===== config.mk =====
export PLATFORM = sky130hd
export DESIGN_NAME = bob_deint
export DESIGN_NICKNAME = d
export VERILOG_FILES = /design/src/rtl/bob_deint.sv
export SDC_FILE = /design/constraint.sdc
export NUM_CORES = 1
export LEC_CHECK = 0
export BUFFER_PORTS_ARGS = -buffer_cell sky130_fd_sc_hd__buf_2
export CORE_UTILIZATION = 34
export CTS_CLUSTER_SIZE = 24
export DETAILED_ROUTE_END_ITERATION = 12
export PLACE_DENSITY = 0.58
export SYNTH_ARGS = -nofsm -noshare
export SYNTH_HDL_FRONTEND = slang
export SYNTH_SLANG_ARGS = --single-unit

===== constraint.sdc =====
create_clock -name clk -period 7.82 [get_ports clk]
set_clock_uncertainty 0.1 [all_clocks]
set_input_delay 0.782 -clock clk [delete_from_list [all_inputs] [get_ports clk]]
set_output_delay 0.782 -clock clk [all_outputs]
set_load 0.03 [all_outputs]

===== src/rtl/bob_deint.sv =====
module bob_deint #(
  parameter int DW    = 16,
  parameter int MAXW  = 64,
  parameter int HW    = 12,
  parameter int DEF_W = 4,
  parameter int DEF_H = 2
) (
  input  logic          clk,
  input  logic          rst_n,
  input  logic          discard_en,
  input  logic          in_valid,
  output logic          in_ready,
  input  logic [DW-1:0] in_data,
  input  logic          in_sop,
  input  logic          in_eop,
  output logic          out_valid,
  input  logic          out_ready,
  output logic [DW-1:0] out_data,
  output logic          out_sop,
  output logic          out_eop
);
  localparam int AW = $clog2(MAXW);
  localparam int WW = $clog2(MAXW + 1);
  localparam logic [3:0] T_VID = 4'h0;
  localparam logic [3:0] T_CTL = 4'hF;

  typedef enum logic [2:0] {IDLE, PASS, LINE_A, LINE_B, DRAIN} st_t;
  st_t st;

  logic [WW-1:0] wid, w_sh, w_nx;
  logic [HW-1:0] hgt, h_sh, h_nx;
  logic          fld, f_sh, f_nx;
  logic          ctl_q, ended;
  logic [1:0]    bcnt;
  logic [AW-1:0] col;
  logic [HW-1:0] row;
  logic [DW-1:0] lbuf [MAXW];

  wire [3:0] in_type  = in_data[3:0];
  wire drop_vid = discard_en && fld && in_type == T_VID;
  wire last_col = (WW'(col) == wid - 1'b1);
  wire last_row = (row == hgt - 1'b1);
  wire in_fire  = in_valid && in_ready;
  wire out_fire = out_valid && out_ready;

  wire [WW-1:0] w_in = (in_data == '0) ? WW'(1) :
                       (in_data > DW'(MAXW)) ? WW'(MAXW) : in_data[WW-1:0];
  wire [HW-1:0] h_in = (in_data[HW-1:0] == '0) ? HW'(1) : in_data[HW-1:0];

  assign w_nx = (ctl_q && bcnt == 2'd1) ? w_in : w_sh;
  assign h_nx = (ctl_q && bcnt == 2'd2) ? h_in : h_sh;
  assign f_nx = (ctl_q && bcnt == 2'd3) ? in_data[0] : f_sh;

  always_comb begin
    in_ready  = 1'b0;
    out_valid = 1'b0;
    out_data  = in_data;
    out_sop   = 1'b0;
    out_eop   = 1'b0;
    case (st)
      IDLE:
        if (!in_sop || drop_vid) in_ready = 1'b1;
        else begin
          out_valid = in_valid;
          in_ready  = out_ready;
          out_sop   = 1'b1;
          out_eop   = in_eop;
        end
      PASS: begin
        out_valid = in_valid;
        in_ready  = out_ready;
        out_eop   = in_eop;
        if (ctl_q && bcnt == 2'd2) out_data = in_data << 1;
        if (ctl_q && bcnt == 2'd3) out_data = '0;
      end
      LINE_A:
        if (ended) begin
          out_valid = 1'b1;
          out_data  = '0;
        end else begin
          out_valid = in_valid;
          in_ready  = out_ready;
        end
      LINE_B: begin
        out_valid = 1'b1;
        out_data  = lbuf[col];
        out_eop   = last_col && (ended || last_row);
      end
      default: in_ready = 1'b1;
    endcase
  end

  always_ff @(posedge clk)
    if (st == LINE_A && out_fire) lbuf[col] <= out_data;

  always_ff @(posedge clk) begin
    if (!rst_n) begin
      st    <= IDLE;
      wid   <= WW'(DEF_W);
      hgt   <= HW'(DEF_H);
      fld   <= 1'b0;
      w_sh  <= WW'(DEF_W);
      h_sh  <= HW'(DEF_H);
      f_sh  <= 1'b0;
      ctl_q <= 1'b0;
      ended <= 1'b0;
      bcnt  <= '0;
      col   <= '0;
      row   <= '0;
    end else begin
      case (st)
        IDLE:
          if (in_fire && in_sop && !in_eop) begin
            if (in_type != T_VID) begin
              st    <= PASS;
              ctl_q <= (in_type == T_CTL);
              bcnt  <= 2'd1;
              w_sh  <= wid;
              h_sh  <= hgt;
              f_sh  <= fld;
            end else if (drop_vid) st <= DRAIN;
            else begin
              st    <= LINE_A;
              col   <= '0;
              row   <= '0;
              ended <= 1'b0;
            end
          end
        PASS:
          if (in_fire) begin
            w_sh <= w_nx;
            h_sh <= h_nx;
            f_sh <= f_nx;
            if (bcnt != 2'd3) bcnt <= bcnt + 2'd1;
            if (in_eop) begin
              st <= IDLE;
              if (ctl_q) begin
                wid <= w_nx;
                hgt <= h_nx;
                fld <= f_nx;
              end
            end
          end
        LINE_A:
          if (out_fire) begin
            if (in_fire && in_eop) ended <= 1'b1;
            if (last_col) begin
              col <= '0;
              st  <= LINE_B;
            end else col <= col + 1'b1;
          end
        LINE_B:
          if (out_fire) begin
            if (last_col) begin
              col <= '0;
              if (ended) st <= IDLE;
              else if (last_row) st <= DRAIN;
              else begin
                row <= row + 1'b1;
                st  <= LINE_A;
              end
            end else col <= col + 1'b1;
          end
        default:
          if (in_fire && in_eop) st <= IDLE;
      endcase
    end
  end

  logic opkt;
  always_ff @(posedge clk)
    if (!rst_n) opkt <= 1'b0;
    else if (out_fire) opkt <= !out_eop;

  p_sop_opens_r3: assert property (@(posedge clk) disable iff (!rst_n)
    out_valid && out_sop |-> !opkt);
  p_body_inside_r3: assert property (@(posedge clk) disable iff (!rst_n)
    out_valid && !out_sop |-> opkt);
  p_col_in_range_r3: assert property (@(posedge clk) disable iff (!rst_n)
    (st == LINE_A || st == LINE_B) |-> WW'(col) < wid);
  p_replay_no_read_r2: assert property (@(posedge clk) disable iff (!rst_n)
    st == LINE_B |-> !in_ready);
  p_drop_silent_r6: assert property (@(posedge clk) disable iff (!rst_n)
    st == DRAIN |-> !out_valid);
  p_dims_hold_r7: assert property (@(posedge clk) disable iff (!rst_n)
    st != PASS |=> $stable(wid) && $stable(hgt));
endmodule


Word-level counts from Yosys, hierarchy flattened --
Memories as Yosys holds them, arrays and structs flattened. A register that Yosys moved wholly into a read port is not among the register bits. Cells that the tools add are included.
Storage, ports and cells: bits in registers 65, memory bits (writable) 1024, bits of input ports 23, output and inout bits 20, memories kept 1
Cells by class: $add $sub $neg 5, order comparisons 1, eq/ne operators 25, multiplexer cells 74, reduce and logical (&&, ||, !) cells 35
Memory list:
- lbuf | words 64, width 16, read ports 1, clocked after Yosys merged registers in 1, wr ports 1, line 37 | logic [DW-1:0] lbuf [MAXW];
Operators with widths (count):
- $mux 12 | 12
- $mux 16 | 3
- $pmux 12 s2 | 2
- $pmux 16 s3 | 1
- $mux 6 | 7
- $mux 7 | 6
- $mux 3 | 12
- $ne 2x2->1 const B | 14
- $mux 1 | 18
- $gt 16x7->1 const B | 1
- $logic_not 16->1 | 1
- $reduce_and 8->1 | 2
- $pmux 7 s2 | 1
- $add 12x1->12 const B | 1
- $eq 12x12->1 | 1
- $logic_and 1x1->1 | 12
- $logic_not 12->1 | 1
- $pmux 3 s4 | 1
- $pmux 6 s2 | 1
- $sub 12x1->12 const B | 1
- $reduce_and 5->1 | 2
- $mux 2 | 4
- $pmux 1 s4 | 2
- $reduce_and 4->1 | 2
- 23 further kinds | 32

Logic depth before layout (Yosys ltp) --
depth after elaboration 12, depth in mapped cells 13, mapped depth without buffers 10

Least setup slack after synthesis --
OpenSTA, ideal clock, no wires.
path kind register -> register, from register with a tool-made name, to memory lbuf[0][10] (data pin), arrival 5.411 ns, data required time 6.874 ns, slack 1.463 ns, stages on the path, launching flop included 9, cell sequence dfxtp_1 -> buf_2 -> buf_2 -> clkbuf_1 -> clkbuf_1 -> mux4_2 -> mux4_2 -> mux2i_1 -> o31ai_1
RTL lines (line):
- to (decl) | 37

==> flow_metrics.py <==
metrics = {
    "global_routing": {
        "grt_pass1_wl_mm": 164.0,
        "grt_pass1_vias": 22960,
        "grt_antenna_before_repair": 5,
        "overflow": 0,
        "grt_max_degree": 81,
        "track_usage": 0.1741,
    },
    "worst_setup_path": {
        "cp_common_cell": "mux4_2",
        "crit_path_top_delay_cell": "dfxtp_4",
        "crit_required_ns": 6.94,
        "crit_chain": "buf_12, mux4_2, mux4_2, mux4_2, a222oi_1, inv_2, buf_2",
        "crit_path_max_fanout": 65,
        "critPathMaxStageDelay_ns": 0.88,
        "worstPathArrival_ns": 5.02,
        "cp-start-kind": "flop",
        "setup.worst_path.end_class": "output pin",
        "path_class": "reg -> out",
    },
    "layout": {
        "fin_nets": 2292,
        "final_common_cell": "edfxtp_1",
        "fin_area_sq_mm": 0.05031,
        "final_cell_mix": "edfxtp_1, mux4_2, clkbuf_16, buf_4, nor2_1",
        "synthToLayoutAreaGrowth_pct": 15.17,
        "drive_above_1_share": 0.3213,
        "post-route-util": 0.3945,
    },
    "clock_network": {
        "cts_hold_buf": 0,
        "insertion_delay_ns": 0.70,
        "tritoncts": "yes",
        "numCtsBuffers": 111,
        "clock_path_buffers": 3,
        "ctsResizeCount": 0,
        "post_cts.repair.setup_buffers": 0,
        "clk_pin_slew_ns": 0.06,
        "htree_levels": 3,
        "cts_root_buf": "clkbuf_16",
        "cts.sinks": 1095,
    },
    "detailed_routing": {
        "top_layer_used": "met4",
        "antenna_left": 0,
        "wl_met1_mm": 47.28,
        "vias": 22390,
        "wire_per_inst_microns": 28.16,
        "routed_via_density": 5.571,
        "wl_met2_mm": 55.58,
        "wl_met3_mm": 7.626,
        "drtIter0Drc": 2906,
        "drt_wl_total_mm": 113.2,
        "dr.pass1.iters": 7,
        "drc_errors": 0,
    },
    "synth": {
        "synthCells": 2127,
        "syn_avg_cell_area_sq_um": 20.54,
        "synth-seq-cells": 1095,
        "synth.top_cell.area_share": 0.7040,
        "yosys_warnings": 0,
        "yosysSeqAreaShare": 0.7365,
        "syn-num-nets": 2157,
        "synth_area_leaders": "edfxtp_1, mux4_2, dfxtp_1",
        "synth_top_area_cell": "edfxtp_1",
        "synthDistinctLibCells": 79,
        "synth_area_sq_mm": 0.04368,
        "synth_edf_count": 1024,
        "async_reset_ff_frac": 0,
        "ys.flop_type": "edfxtp_1",
    },
    "power": {
        "ir_drop_mv": 0.1623,
        "seqPwrFrac": 0.534,
        "finalPower_mw": 12.01,
        "p_leak_nw": 15.26,
        "sw_frac_of_total": 0.2024,
        "p_int_mw": 9.580,
        "pwr-share-clk": 0.446,
        "p_sw_mw": 2.431,
        "power_density_mw_per_mm2": 238.7,
        "pwr-share-comb": 0.020,
    },
    "min_path": {
        "hold_path_class": "reg -> reg",
    },
    "timing": {
        "maxSlewHeadroom": 0.1465,
        "fin_ws_ns": 1.915,
        "period_minus_slack_ns": 5.905,
        "maxSlewViolCount": 0,
        "hold_viol": 0,
        "setup_viol": 0,
        "fmax_ghz": 0.1694,
        "min_period_over_period": 0.7551,
        "tightestPinTransition_ns": 1.280,
        "rsz0062_at_grt": "no",
        "finalSetupTns_ns": 0,
    },
    "floorplanning": {
        "die_w_microns": 360.4,
        "die_y_microns": 360.4,
        "core-area_sq_mm": 0.1275,
        "start_util": 0.3425,
        "io_pins": 43,
        "die_area_sq_mm": 0.1299,
        "rows": 131,
    },
    "run_status": {
        "status": "completed",
    },
    "flow_run": {
        "max-cap-violations": 0,
    },
    "placement": {
        "portBuffers": 42,
        "hpwl_mm": 65.76,
        "place_congestion": 0.7982,
        "dpl_cell_area_sq_mm": 0.04659,
        "pre_cts_ws_ns": 2.553,
    },
}
final timing paths:
kind	cells past startpoint	slack, ns	endpoint	startpoint
hold / removal	2	0.37	w_sh[2]$_SDFFE_PN1P_	w_sh[2]$_SDFFE_PN1P_
setup reg to reg	7	3.02	lbuf[63][9]$_DFFE_PP_	flop
setup / recovery	7	1.92	out_data[11]	flop
hold reg to reg	2	0.37	w_sh[2]$_SDFFE_PN1P_	w_sh[2]$_SDFFE_PN1P_
kinds of logic after synthesis:
logic type / synth area share
flip-flops: 0.7365
AND/OR/NAND/NOR: 0.03790
multiplexers: 0.1737
adder cells (fa/ha/maj): 0.002005
AO/OA/AOI/OAI: 0.03071
buffers and inverters: 0.01455
XOR/XNOR: 0.004612
sequential cells by signal (all words and copies together), names as in the netlist, named ones only:
| name | count |
|---|---|
| ended | 1 |
| ctl_q | 1 |
| row | 12 |
| w_sh | 7 |
| hgt | 12 |
| wid | 7 |
| h_sh | 12 |
| lbuf | 1024 |
| col | 6 |
| fld | 1 |
| st | 3 |
| bcnt | 2 |
| f_sh | 1 |
per-layer routing:
metal  global-route usage  vias to the layer above
li1                     -                     9189
met1               0.2405                    12090
met2               0.2864                      926
met3              0.02664                      186
met4              0.04739                        0
met5                    0                        -
cells in the mapped netlist, drive strengths merged (12+ instances only):
library cell	instances
a21oi	37
a222oi	15
nor3	31
nor2b	14
dfxtp	71
mux2	15
mux4	321
inv	16
xnor2	12
o21ai	27
buf	67
o31ai	17
nand2	63
clkbuf	58
o221a	12
o211a	17
mux2i	19
edfxtp	1024
nand3	36
nor2	124
metrics by stage:
stage	instances	hold slack, ns
6_report	4019	0.3691
5_1_grt	4016	0.3777
4_1_cts	4015	0.3671
3_5_place_dp	3811	0.3517
3_3_place_gp	3811	0.3473
2_1_floorplan	2127	0.3385
layout make-up:
type | count | area [sq um]
clock inverters | 74 | 769.5
repair buffers | 147 | 1049
diodes | 4 | 10.01
clock buffers | 130 | 2934
multi-input cells | 891 | 11220
fillers | 11150 | 77210
inverters | 16 | 60.06
flip-flops and latches | 1095 | 32190
well taps | 1662 | 2079
critical path, delay by kind of cell, from the launching register on:
kind | cells | cell delay [ns]
flops | 1 | 0.88
mux | 3 | 1.51
compound gates | 1 | 0.42
buf+inv | 3 | 1.33
power by group through the flow:
stage	clock network [mW]	logic, mW	registers (mW)
finish	5.35	0.241	6.41
global route	5.66	0.258	6.41
CTS	5.44	0.243	6.41
detailed placement	0	0.242	6.54
global placement	0	0.232	6.54
floorplan	0	0.127	6.55
No activity file was read; power rests on OpenSTA's default activity.
